===== src/rtl/rxsg_pkg.sv =====
package rxsg_pkg;
  localparam int OWN_BIT   = 31;
  localparam int FIRST_BIT = 17;
  localparam int LAST_BIT  = 16;
  localparam logic [2:0] MODE_HDLC = 3'd0;
  localparam logic [2:0] MODE_UART = 3'd4;
  localparam logic [15:0] CRC_PAD = 16'd2;

  typedef enum logic [3:0] {
    ST_COLLECT, ST_RD_SIZE, ST_RD_STAT, ST_RD_NEXT, ST_RD_BUF,
    ST_DATA, ST_WB_SIZE, ST_WB_STAT, ST_NEXT,
    ST_FIN_SIZE, ST_FIN_STAT, ST_DONE, ST_ERR
  } rx_state_e;

  // bytes that go into one buffer
  function automatic logic [15:0] copy_len(logic [15:0] room, logic [15:0] left);
    return (room < left) ? room : left;
  endfunction

  // new size/count word for a descriptor
  function automatic logic [31:0] size_word(logic [31:0] w0, logic [15:0] cnt,
                                            logic last, logic hdlc);
    logic [31:0] v;
    v = w0 | {16'h0, cnt};
    if (last && hdlc) v = v + {16'h0, CRC_PAD};
    return v;
  endfunction

  // new status word for a descriptor
  function automatic logic [31:0] stat_word(logic [31:0] w1, logic last, logic first);
    logic [31:0] v;
    v = w1;
    v[OWN_BIT] = 1'b0;
    if (last)  v[LAST_BIT]  = 1'b1;
    if (first) v[FIRST_BIT] = 1'b1;
    return v;
  endfunction
endpackage


===== src/rtl/rxsg_fifo.sv =====
module rxsg_fifo #(
  parameter int DEPTH = 64,
  localparam int PW = (DEPTH > 1) ? $clog2(DEPTH) : 1,
  localparam int CW = $clog2(DEPTH + 1)
) (
  input  logic          clk,
  input  logic          rst,
  input  logic          push,
  input  logic [7:0]    din,
  input  logic          pop,
  input  logic          flush,
  output logic [7:0]    dout,
  output logic [CW-1:0] count,
  output logic          full
);
  logic [7:0]    store [DEPTH];
  logic [PW-1:0] wr_q, rd_q;
  logic [CW-1:0] cnt_q;
  logic          do_push, do_pop;

  assign full    = (cnt_q == CW'(DEPTH));
  assign do_push = push && !full;
  assign do_pop  = pop && (cnt_q != '0);
  assign dout    = store[rd_q];
  assign count   = cnt_q;

  function automatic logic [PW-1:0] wrap_inc(logic [PW-1:0] p);
    return (p == PW'(DEPTH - 1)) ? '0 : p + 1'b1;
  endfunction

  always_ff @(posedge clk) begin
    if (do_push) store[wr_q] <= din;
  end

  always_ff @(posedge clk) begin
    if (rst || flush) begin
      wr_q  <= '0;
      rd_q  <= '0;
      cnt_q <= '0;
    end else begin
      if (do_push) wr_q <= wrap_inc(wr_q);
      if (do_pop)  rd_q <= wrap_inc(rd_q);
      case ({do_push, do_pop})
        2'b10:   cnt_q <= cnt_q + 1'b1;
        2'b01:   cnt_q <= cnt_q - 1'b1;
        default: cnt_q <= cnt_q;
      endcase
    end
  end

  AST_FIFO_NO_UNDERFLOW: assert property (@(posedge clk) disable iff (rst) pop |-> cnt_q != '0);
  AST_FIFO_BOUND: assert property (@(posedge clk) disable iff (rst) cnt_q <= CW'(DEPTH));
endmodule


===== src/rtl/rxsg_desc_update.sv =====
module rxsg_desc_update (
  input  logic [31:0] w0,
  input  logic [31:0] w1,
  input  logic [15:0] cnt,
  input  logic        is_last,
  input  logic        is_first,
  input  logic        hdlc,
  output logic [31:0] nw0,
  output logic [31:0] nw1
);
  import rxsg_pkg::*;
  assign nw0 = size_word(w0, cnt, is_last, hdlc);
  assign nw1 = stat_word(w1, is_last, is_first);
endmodule


===== src/rtl/rxsg_rx_scatter.sv =====
module rxsg_rx_scatter #(
  parameter int MAX_PKT = 64,
  parameter int ADDR_W  = 32,
  localparam int CNT_W  = $clog2(MAX_PKT + 1)
) (
  input  logic              clk,
  input  logic              rst,
  input  logic              in_valid,
  input  logic [7:0]        in_data,
  input  logic              in_last,
  output logic              in_ready,
  input  logic [2:0]        cfg_mode,
  input  logic              ptr_load,
  input  logic [ADDR_W-1:0] ptr_wdata,
  output logic [ADDR_W-1:0] rx_ptr,
  output logic              mem_req,
  output logic              mem_we,
  output logic              mem_byte,
  output logic [ADDR_W-1:0] mem_addr,
  output logic [31:0]       mem_wdata,
  input  logic              mem_ack,
  input  logic [31:0]       mem_rdata,
  output logic              cause_rxbuf,
  output logic              cause_rxerr
);
  import rxsg_pkg::*;

  rx_state_e         st;
  logic [ADDR_W-1:0] cur_q, start_q, next_q, bufp_q, ptr_q;
  logic [31:0]       w0_q, w1_q, f0_q, f1_q, nw0, nw1;
  logic [CNT_W-1:0]  cp_q, cnt_q, fifo_cnt, cp_calc;
  logic              last_q, first_q;
  logic              is_hdlc, is_uart, collecting;
  logic              fifo_push, fifo_pop, fifo_flush, fifo_full;
  logic [7:0]        fifo_dout;

  // named internal events
  logic ev_frame_end, ev_data_wr, ev_own_fail, ev_stat_wb;

  assign is_hdlc      = (cfg_mode == MODE_HDLC);
  assign is_uart      = (cfg_mode == MODE_UART);
  assign collecting   = (st == ST_COLLECT);
  assign in_ready     = collecting;
  assign ev_frame_end = collecting && in_valid && (in_last || is_uart);
  assign fifo_push    = collecting && in_valid;
  assign ev_data_wr   = (st == ST_DATA) && (cnt_q != cp_q);
  assign fifo_pop     = ev_data_wr && mem_ack;
  assign fifo_flush   = (st == ST_ERR);
  assign ev_own_fail  = (st == ST_RD_STAT) && mem_ack && !mem_rdata[OWN_BIT];
  assign cp_calc      = CNT_W'(copy_len(w0_q[31:16], 16'(fifo_cnt)));
  assign cause_rxbuf  = (st == ST_DONE);
  assign cause_rxerr  = (st == ST_ERR);
  assign rx_ptr       = ptr_q;

  rxsg_fifo #(.DEPTH(MAX_PKT)) i_fifo (
    .clk(clk), .rst(rst), .push(fifo_push), .din(in_data),
    .pop(fifo_pop), .flush(fifo_flush), .dout(fifo_dout),
    .count(fifo_cnt), .full(fifo_full)
  );

  rxsg_desc_update i_upd (
    .w0(w0_q), .w1(w1_q), .cnt(16'(cp_q)), .is_last(last_q),
    .is_first(first_q), .hdlc(is_hdlc), .nw0(nw0), .nw1(nw1)
  );

  // receive pointer register
  always_ff @(posedge clk) begin
    if (rst)                ptr_q <= '0;
    else if (ptr_load)      ptr_q <= ptr_wdata;
    else if (st == ST_DONE) ptr_q <= next_q;
  end

  // descriptor walk
  always_ff @(posedge clk) begin
    if (rst) begin
      st      <= ST_COLLECT;
      cur_q   <= '0;
      start_q <= '0;
      next_q  <= '0;
      bufp_q  <= '0;
      w0_q    <= '0;
      w1_q    <= '0;
      f0_q    <= '0;
      f1_q    <= '0;
      cp_q    <= '0;
      cnt_q   <= '0;
      last_q  <= 1'b0;
      first_q <= 1'b0;
    end else begin
      case (st)
        ST_COLLECT: if (ev_frame_end) begin
          if (ptr_q == '0) st <= ST_ERR;
          else begin
            cur_q   <= ptr_q;
            start_q <= ptr_q;
            first_q <= 1'b1;
            st      <= ST_RD_SIZE;
          end
        end
        ST_RD_SIZE: if (mem_ack) begin
          w0_q <= mem_rdata;
          st   <= ST_RD_STAT;
        end
        ST_RD_STAT: if (mem_ack) begin
          w1_q <= mem_rdata;
          st   <= ev_own_fail ? ST_ERR : ST_RD_NEXT;
        end
        ST_RD_NEXT: if (mem_ack) begin
          next_q <= mem_rdata[ADDR_W-1:0];
          st     <= ST_RD_BUF;
        end
        ST_RD_BUF: if (mem_ack) begin
          bufp_q <= mem_rdata[ADDR_W-1:0];
          cp_q   <= cp_calc;
          last_q <= (cp_calc == fifo_cnt);
          cnt_q  <= '0;
          st     <= ST_DATA;
        end
        ST_DATA: begin
          if (cnt_q == cp_q) begin
            if (first_q) begin
              f0_q <= nw0;
              f1_q <= nw1;
              st   <= ST_NEXT;
            end else begin
              st <= ST_WB_SIZE;
            end
          end else if (mem_ack) begin
            cnt_q <= cnt_q + 1'b1;
          end
        end
        ST_WB_SIZE: if (mem_ack) st <= ST_WB_STAT;
        ST_WB_STAT: if (mem_ack) st <= ST_NEXT;
        ST_NEXT: begin
          if (last_q) st <= ST_FIN_SIZE;
          else if (next_q == '0) st <= ST_ERR;
          else begin
            cur_q   <= next_q;
            first_q <= 1'b0;
            st      <= ST_RD_SIZE;
          end
        end
        ST_FIN_SIZE: if (mem_ack) st <= ST_FIN_STAT;
        ST_FIN_STAT: if (mem_ack) st <= ST_DONE;
        ST_DONE:     st <= ST_COLLECT;
        ST_ERR:      st <= ST_COLLECT;
        default:     st <= ST_COLLECT;
      endcase
    end
  end

  // memory request mux
  always_comb begin
    mem_req   = 1'b0;
    mem_we    = 1'b0;
    mem_byte  = 1'b0;
    mem_addr  = '0;
    mem_wdata = '0;
    case (st)
      ST_RD_SIZE:  begin mem_req = 1'b1; mem_addr = cur_q; end
      ST_RD_STAT:  begin mem_req = 1'b1; mem_addr = cur_q + ADDR_W'(4); end
      ST_RD_NEXT:  begin mem_req = 1'b1; mem_addr = cur_q + ADDR_W'(8); end
      ST_RD_BUF:   begin mem_req = 1'b1; mem_addr = cur_q + ADDR_W'(12); end
      ST_DATA: begin
        mem_req   = ev_data_wr;
        mem_we    = 1'b1;
        mem_byte  = 1'b1;
        mem_addr  = bufp_q + ADDR_W'(cnt_q);
        mem_wdata = {24'h0, fifo_dout};
      end
      ST_WB_SIZE:  begin mem_req = 1'b1; mem_we = 1'b1; mem_addr = cur_q; mem_wdata = nw0; end
      ST_WB_STAT:  begin mem_req = 1'b1; mem_we = 1'b1; mem_addr = cur_q + ADDR_W'(4); mem_wdata = nw1; end
      ST_FIN_SIZE: begin mem_req = 1'b1; mem_we = 1'b1; mem_addr = start_q; mem_wdata = f0_q; end
      ST_FIN_STAT: begin mem_req = 1'b1; mem_we = 1'b1; mem_addr = start_q + ADDR_W'(4); mem_wdata = f1_q; end
      default: ;
    endcase
  end

  assign ev_stat_wb = mem_req && mem_we && ((st == ST_WB_STAT) || (st == ST_FIN_STAT));

  AST_BYTE_WRITE_OWNED: assert property (@(posedge clk) disable iff (rst) ev_data_wr |-> w1_q[OWN_BIT]);
  AST_COPY_BOUND: assert property (@(posedge clk) disable iff (rst) ev_data_wr |-> (cnt_q < cp_q) && (fifo_cnt != '0));
  AST_STAT_OWN_CLEARED: assert property (@(posedge clk) disable iff (rst) ev_stat_wb |-> !mem_wdata[OWN_BIT]);
  AST_FIRST_FLAG_FINAL: assert property (@(posedge clk) disable iff (rst) (st == ST_FIN_STAT) |-> mem_wdata[FIRST_BIT]);
  AST_CAUSE_EXCLUSIVE: assert property (@(posedge clk) disable iff (rst) !(cause_rxbuf && cause_rxerr));
  AST_PTR_MOVE_SOURCE: assert property (@(posedge clk) disable iff (rst) (ptr_q != $past(ptr_q)) |-> ($past(ptr_load) || $past(cause_rxbuf)));
  AST_READY_AFTER_END: assert property (@(posedge clk) disable iff (rst) ev_frame_end |=> !in_ready);
  AST_NO_ACCESS_WHILE_COLLECT: assert property (@(posedge clk) disable iff (rst) in_ready |-> !mem_req);
endmodule


===== config.mk =====
export PLATFORM = sky130hd
export DESIGN_NAME = rxsg_rx_scatter
export DESIGN_NICKNAME = d
export VERILOG_FILES = /design/src/rtl/rxsg_pkg.sv /design/src/rtl/rxsg_fifo.sv /design/src/rtl/rxsg_desc_update.sv /design/src/rtl/rxsg_rx_scatter.sv
export SDC_FILE = /design/constraint.sdc
export NUM_CORES = 1
export LEC_CHECK = 0
export ABC_CLOCK_PERIOD_IN_PS = 4600
export BUFFER_PORTS_ARGS = -buffer_cell sky130_fd_sc_hd__buf_4
export CORE_UTILIZATION = 35
export CTS_CLUSTER_DIAMETER = 120
export CTS_CLUSTER_SIZE = 40
export DETAILED_ROUTE_END_ITERATION = 16
export PLACE_DENSITY = 0.61
export SLEW_MARGIN = 20
export SYNTH_ARGS = -nofsm -noshare
export SYNTH_HDL_FRONTEND = slang
export SYNTH_SLANG_ARGS = --single-unit

===== constraint.sdc =====
create_clock -name clk -period 4.6 [get_ports clk]
set_input_delay 0.23 -clock clk [delete_from_list [all_inputs] [get_ports clk]]
set_output_delay 0.23 -clock clk [all_outputs]
set_load 0.03 [all_outputs]

==> summary.txt, run 1 <==
Via density: 5.678
CP max FO: 65
Synthesized area: 37870 um^2
GPL Wtd Cong: 0.9471
Leak: 13.69 nW
Ant diodes: 0
Post-synthesis cell type count: 83
Status: completed
Fmax: 223.8 MHz
# DRC: 0
Max Cap Violations: 0
Dominant synthesized flop cell: edfxtp_1
Comb power frac: 19.7%
DRT Wirelength: 114.7 mm
Slew margin rel.: 22.87%
Final Cycle Share: 97.13%
Final net count: 3416
Multi-input gate area: 14880 um^2
Top-count cell post-synth: edfxtp_1
CTS Buf Count: 27
Final Critical Period: 4.468 ns
Reg area: 22010 um^2
Hold depth: 2
Die height: 330.9 um
Final TNS setup: 0 ns
Clk_skew: 0.06060 ns
Post-Synth Adder-Cell Area: 0.8459%
Pint: 10.48 mW
Simple-gate share of the synthesized area: 12.19%
FILL cells: 10280
Met1 Usage GRT: 27.17%
Final Hold Fails: 0
Critical Path AT: 4.24 ns
Top cells by area, synth: edfxtp_1, dfxtp_1, mux4_2, nand2_1, mux2i_1
Clk_lat worst skew: 0.69 ns
Worst EP required: 4.37 ns
HPWL after DPL: 77.60 mm
Clock share of power: 23.5%
Largest family of logic cells by synthesized area: simple AND/OR/NAND/NOR gates
First-pass GRT wire length: 167.9 mm
Clock buffer depth: 3
Share of cells above drive strength 1: 14.09%
Flop pwr share: 56.8%
CTS tree: built
DR WL/cell: 24.25 um
Setup Crit Path Kind: reg2out
Core Box Area: 107200 um^2
Met2 Use GR: 33.91%
Syn_area_per_cell: 11.80 um^2
Synthesized net count: 3315
Die ar.: 109500 um^2
Worst vdd ir: 256.5 uV
Total GRT Usage: 20.35%
Top Usage Layer GRT: met2
YS warnings: 0
Max Slew Vio Count: 0
CTS sink cnt: 843
DRT iter0 DRCs: 3011
Die Wd: 330.9 um
Post-synthesis compound-gate area fraction: 11.31%
Unrepaired setup endpoints after global routing: false
Routed Antenna Nets: 0
Least-Margin Pin Slew: 1.145 ns
Post-CTS Setup Inserts: 0
Initial Util: 35.32%
Congestion Overflow GR: 0
Mapped Cells: 3209
Met3 GRT Util: 3.204%
Worst Setup End Kind: output port
Pwr Density: 362.4 nW/um^2
Clk pin slew, worst setup/hold paths: 0.16 ns
List of most frequent post-synthesis cells: edfxtp_1, nand2_1, nor2_1, dfxtp_1, a21oi_1
Vias in the first global route: 25550
Vias: 26870
Post-synthesis register bit count: 843
Hold Path Class: in2reg
CTS Root Cell: clkbuf_16
Layout area overhead: 11.32%
R2r worst-path depth: 16
Switching fraction of total power: 31.38%
Pre-antenna DRT Iters: 5
Num rows: 120
Sw power: 4.794 mW
Number of port buffers: 182
Asr flop ratio synth: 0%
H-tree levels: 1
Top cell type's share of synthesized area: 40.60%
Mux cell area share after synthesis: 11.62%
Initial antenna violation count: 1
Setup violators final: 0
Largest net degree at the start of global routing: 129
Cell taking the most area after synthesis: edfxtp_1
# IOs: 183
Register area share after synthesis: 58.10%
Core Util, Final: 39.32%
Number of enable flip-flop cells after synthesis: 512
Startpoint types: flip-flop
Xor/xnor share of the synthesized area: 3.146%
==> final timing paths <==
check / startpoint / to / slack [ns]
max: st[3]$_SDFFE_PP0P_ / mem_addr[31] / 0.13
min: rst / rx_ptr[1]$_SDFFE_PP0P_ / 0.07
max reg2reg: cnt_q[2]$_SDFFE_PP0P_ / i_fifo.count[4]$_SDFFE_PP0P_ / 0.55
min reg2reg: w0_q[6]$_SDFFE_PP0P_ / w0_q[6]$_SDFFE_PP0P_ / 0.47
==> timing repair <==
item	in CTS	in global routing
endpoints found under the setup margin	0	4
hold buffers	64	0
hold endpoints to repair	159	0
gates resized for setup	0	4
==> cell families after synthesis <==
| family | Yosys count |
|---|---|
| AOI/OAI and AO/OA | 648 |
| xor gates and xnor gates | 136 |
| adders and majority gates | 25 |
| buffers and inverters | 262 |
| DFF | 843 |
| muxes | 267 |
| and+or+nand+nor | 1028 |
==> placed cells by master, fill, tap and decap left out, drive strengths merged, types with 45 or more instances in the layout <==
master	Yosys	layout
mux2i	128	128
nand4	45	45
dlygate4sd3	0	64
mux4	138	138
nand3	62	62
a211oi	71	71
a22oi	45	45
buf	68	242
edfxtp	512	512
a21oi	235	235
nor2	339	339
nand2	393	393
xnor2	61	61
dfxtp	331	331
xor2	75	75
o21ai	90	90
==> through the flow <==
step                      hold WS [ns]  setup WS (ns)  instance area, um^2  std cells  power (mW)
after CTS                      0.05259        0.08257                42140       4732       15.31
after global placement          0.4379         0.6796                40610       4620       11.73
final                          0.07243         0.1319                42150       4732       15.28
after floorplan                 0.3289         0.5965                37870       3209       10.51
after global routing           0.07021      0.0006346                42150       4732       15.81
after detailed placement        0.4462         0.6660                40610       4620       11.75
==> registers in the layout, indices dropped and copies added (netlist names), named ones only <==
name          flops
i_fifo.store    512
bufp_q           32
cur_q            32
f0_q             32
next_q           32
rx_ptr           32
start_q          32
w0_q             32
f1_q             31
w1_q             31
cnt_q             7
cp_q              7
i_fifo.count      7
i_fifo.rd_q       6
i_fifo.wr_q       6
st                4
first_q           1
last_q            1
==> power by group through the flow <==
stage                     sequential [mW]  combinational, mW  clock (mW)
after CTS                            8.66               2.97        3.67
after global placement               8.83               2.91           0
after detailed placement             8.83               2.92           0
after global routing                 8.71               3.21        3.88
final                                8.67               3.02        3.59
after floorplan                      8.61               1.89           0
==> worst max-delay path: stages, from the launching register on <==
cell	delay [ns]
dfxtp_1	0.55
and4bb_4	0.33
buf_4	0.73
nor3_1	0.23
o22ai_1	0.68
a2111oi_2	0.07
xnor2_1	0.18
a221oi_2	0.36
o21ai_1	0.16
buf_4	0.20
==> layer usage <==
| metal | wire length, um | share of wire, % |
|---|---|---|
| met1 | 48300 | 42 |
| met3 | 7864 | 6.9 |
| met4 | 4017 | 3.5 |
| met5 | 14 | 0.012 |
| met2 | 54540 | 48 |
==> final cells by class <==
type                    count  area share, %
well taps                1403          4.164
clock inverters             8         0.3562
clock buffers              40          1.742
multi-input cells        2104          35.31
flip-flops and latches    843          52.21
repair buffers            306          5.966
inverters                  28         0.2493
Note: power is estimated with default switching activity, not from simulation.
==> inputs of run 2 (changes only) <==
--- a/config.mk
+++ b/config.mk
@@ -7,11 +7,11 @@
 export LEC_CHECK = 0
 export ABC_CLOCK_PERIOD_IN_PS = 4600
 export BUFFER_PORTS_ARGS = -buffer_cell sky130_fd_sc_hd__buf_4
-export CORE_UTILIZATION = 35
+export CORE_UTILIZATION = 44
 export CTS_CLUSTER_DIAMETER = 120
 export CTS_CLUSTER_SIZE = 40
 export DETAILED_ROUTE_END_ITERATION = 16
-export PLACE_DENSITY = 0.61
+export PLACE_DENSITY = 0.71
 export SLEW_MARGIN = 20
 export SYNTH_ARGS = -nofsm -noshare
 export SYNTH_HDL_FRONTEND = slang
==> summary.txt, run 2 (synthesis gave the netlist of run 1 again) <==
Max reg flops: 512 (unchanged)
CTS Root Cell: clkbuf_16 (unchanged)
Pre-antenna DRT Iters: 8 (was 5)
Least-Margin Pin Slew: 1.068 ns (was 1.145 ns)
CP bufs+invs: 2 (unchanged)
Routed Antenna Nets: 0 (unchanged)
HPWL after DPL: 74.91 mm (was 77.60 mm)
Via density: 6.091 (was 5.678)
Most used cell along the critical path: nand2_1 (was buf_4)
Number of port buffers: 182 (unchanged)
Pwr Density: 359.7 nW/um^2 (was 362.4 nW/um^2)
Clk_lat worst skew: 0.65 ns (was 0.69 ns)
Vias: 27260 (was 26870)
Setup Crit Path Kind: reg2out (unchanged)
Multi-input gate area: 14870 um^2 (was 14880 um^2)
Layout area overhead: 10.37% (was 11.32%)
Most common cell after layout, fill and taps aside: edfxtp_1 (unchanged)
Core Util, Final: 49.08% (was 39.32%)
GPL Wtd Cong: 0.9975 (was 0.9471)
DRT Wirelength: 109.8 mm (was 114.7 mm)
Startpoint types: flip-flop (unchanged)
Clk_skew: 0.02530 ns (was 0.06060 ns)
Die Wd: 295.4 um (was 330.9 um)
Worst EP required: 4.37 ns (about the same)
Biggest register: i_fifo.store (unchanged)
Worst-path cell chain: and4bb_4, nand2_1, o21ai_0, ha_2, inv_1, or4_1, a2bb2oi_4, nand2_1, xnor2_1, a221oi_1, o211ai_1, buf_4 (was and4bb_4, buf_4, nor3_1, o22ai_1, a2111oi_2, xnor2_1, a221oi_2, o21ai_1, buf_4)
Clk pin slew, worst setup/hold paths: 0.14 ns (was 0.16 ns)
DRT iter0 DRCs: 3146 (was 3011)
Final Hold Fails: 0 (unchanged)
DR WL/cell: 24.54 um (was 24.25 um)
Fmax: 227.9 MHz (was 223.8 MHz)
Worst Setup End Kind: output port (unchanged)
Max Slew Vio Count: 0 (unchanged)
CP max FO: 15 (was 65)
Unrepaired setup endpoints after global routing: false (unchanged)
Worst vdd ir: 275.2 uV (was 256.5 uV)
Leak: 13.69 nW (about the same)
Congestion Overflow GR: 0 (unchanged)
Critical Path AT: 4.16 ns (was 4.24 ns)
Post-CTS Setup Inserts: 0 (unchanged)
CP delay by family, top: simple AND/OR/NAND/NOR gates (was compound AO/OA/AOI/OAI gates)
H-tree levels: 1 (unchanged)
Die ar.: 87240 um^2 (was 109500 um^2)
First-pass GRT wire length: 162.9 mm (was 167.9 mm)
Num rows: 107 (was 120)
Slew margin rel.: 28.71% (was 22.87%)
# IOs: 183 (unchanged)
Clock buffer depth: 3 (unchanged)
CTS Buf Count: 26 (was 27)
Critical Path Max Stage Delay: 0.69 ns (was 0.73 ns)
Vias in the first global route: 25590 (was 25550)
Ant diodes: 0 (unchanged)
Initial antenna violation count: 3 (was 1)
Status: completed (unchanged)
Worst slack at placement: 0.5766 ns (was 0.6660 ns)
Share of cells above drive strength 1: 14.11% (was 14.09%)
Die height: 295.4 um (was 330.9 um)
Reg area: 22010 um^2 (unchanged)
Final TNS setup: 0 ns (unchanged)
CTS sink cnt: 843 (unchanged)
Final Critical Period: 4.388 ns (was 4.468 ns)
Highest-count cells in the layout ignoring fill and taps: edfxtp_1, nand2_1, nor2_1 (unchanged)
Setup violators final: 0 (unchanged)
Slowest-stage cell, CP: dfxtp_1 (was buf_4)
FILL cells: 7520 (was 10280)
Largest net degree at the start of global routing: 111 (was 129)
Core Box Area: 85150 um^2 (was 107200 um^2)
FF-to-FF setup slack: 0.46 ns (was 0.55 ns)
Final Cycle Share: 95.40% (was 97.13%)
WHS: 0.1317 ns (was 0.07243 ns)
Max Cap Violations: 0 (unchanged)
Total GRT Usage: 24.67% (was 20.35%)
CTS tree: built (unchanged)
Fin worst setup slack: 0.2118 ns (was 0.1319 ns)
Hold Path Class: in2reg (unchanged)
# DRC: 0 (unchanged)
Final net count: 3418 (was 3416)
Initial Util: 44.47% (was 35.32%)
[run 2: layout make-up]
cell class | instances | area share [%]
tap | 1144 | 3.425
clock buffer | 40 | 1.757
multi-input combinational | 2104 | 35.57
timing repair buffer | 309 | 6.099
sequential | 843 | 52.67
clock inverter | 8 | 0.2305
inverter | 28 | 0.2515
[run 2: through the flow]
step	cells	cell area, um^2	total power, mW
after floorplan	3209	37870	10.51
after global placement	4364	40310	11.60
after detailed placement	4364	40310	11.63
after CTS	4476	41780	14.99
after global routing	4476	41790	15.52
final	4476	41790	15.03
[run 2: power breakdown]
group	internal, mW	switching [mW]	total (mW)
clock network	1.17	2.28	3.44
logic	1.00	1.92	2.92
registers	8.26	0.407	8.67
[run 2: routing by layer]
layer / GRT usage (%) / wire [um]
met2: 40.67 / 52150
met3: 3.646 / 8957
met5: 0 / 23
met1: 32.45 / 43250
met4: 10.53 / 5449
[run 2: worst register-to-register path, cell delays in order (launching register included)]
cell      delay, ns
dfxtp_1        0.50
xor2_1         0.11
nor4_1         0.30
nand4_1        0.34
and3_1         0.35
o21ai_1        0.17
clkinv_1       0.28
ha_1           0.46
xor2_1         0.23
ha_1           0.23
or3_1          0.30
o21ai_0        0.09
a21oi_1        0.12
xnor2_1        0.14
or3_1          0.32
a21oi_1        0.14
[run 2: worst paths after layout]
kind / depth (start not counted) / to / from
worst max register to register: 15 / i_fifo.count[4]$_SDFFE_PP0P_ / cnt_q[2]$_SDFFE_PP0P_
worst max-delay path: 12 / mem_addr[20] / st[3]$_SDFFE_PP0P_
worst min register to register: 2 / w1_q[17]$_SDFFE_PP0P_ / w1_q[17]$_SDFFE_PP0P_
worst min-delay path: 4 / cnt_q[0]$_SDFFE_PP0P_ / mem_ack
[run 2: what timing repair did]
item,CTS,global route
gates resized for setup,0,3
endpoints found under the hold margin,159,0
setup endpoints to repair,0,11
hold buffers,64,0
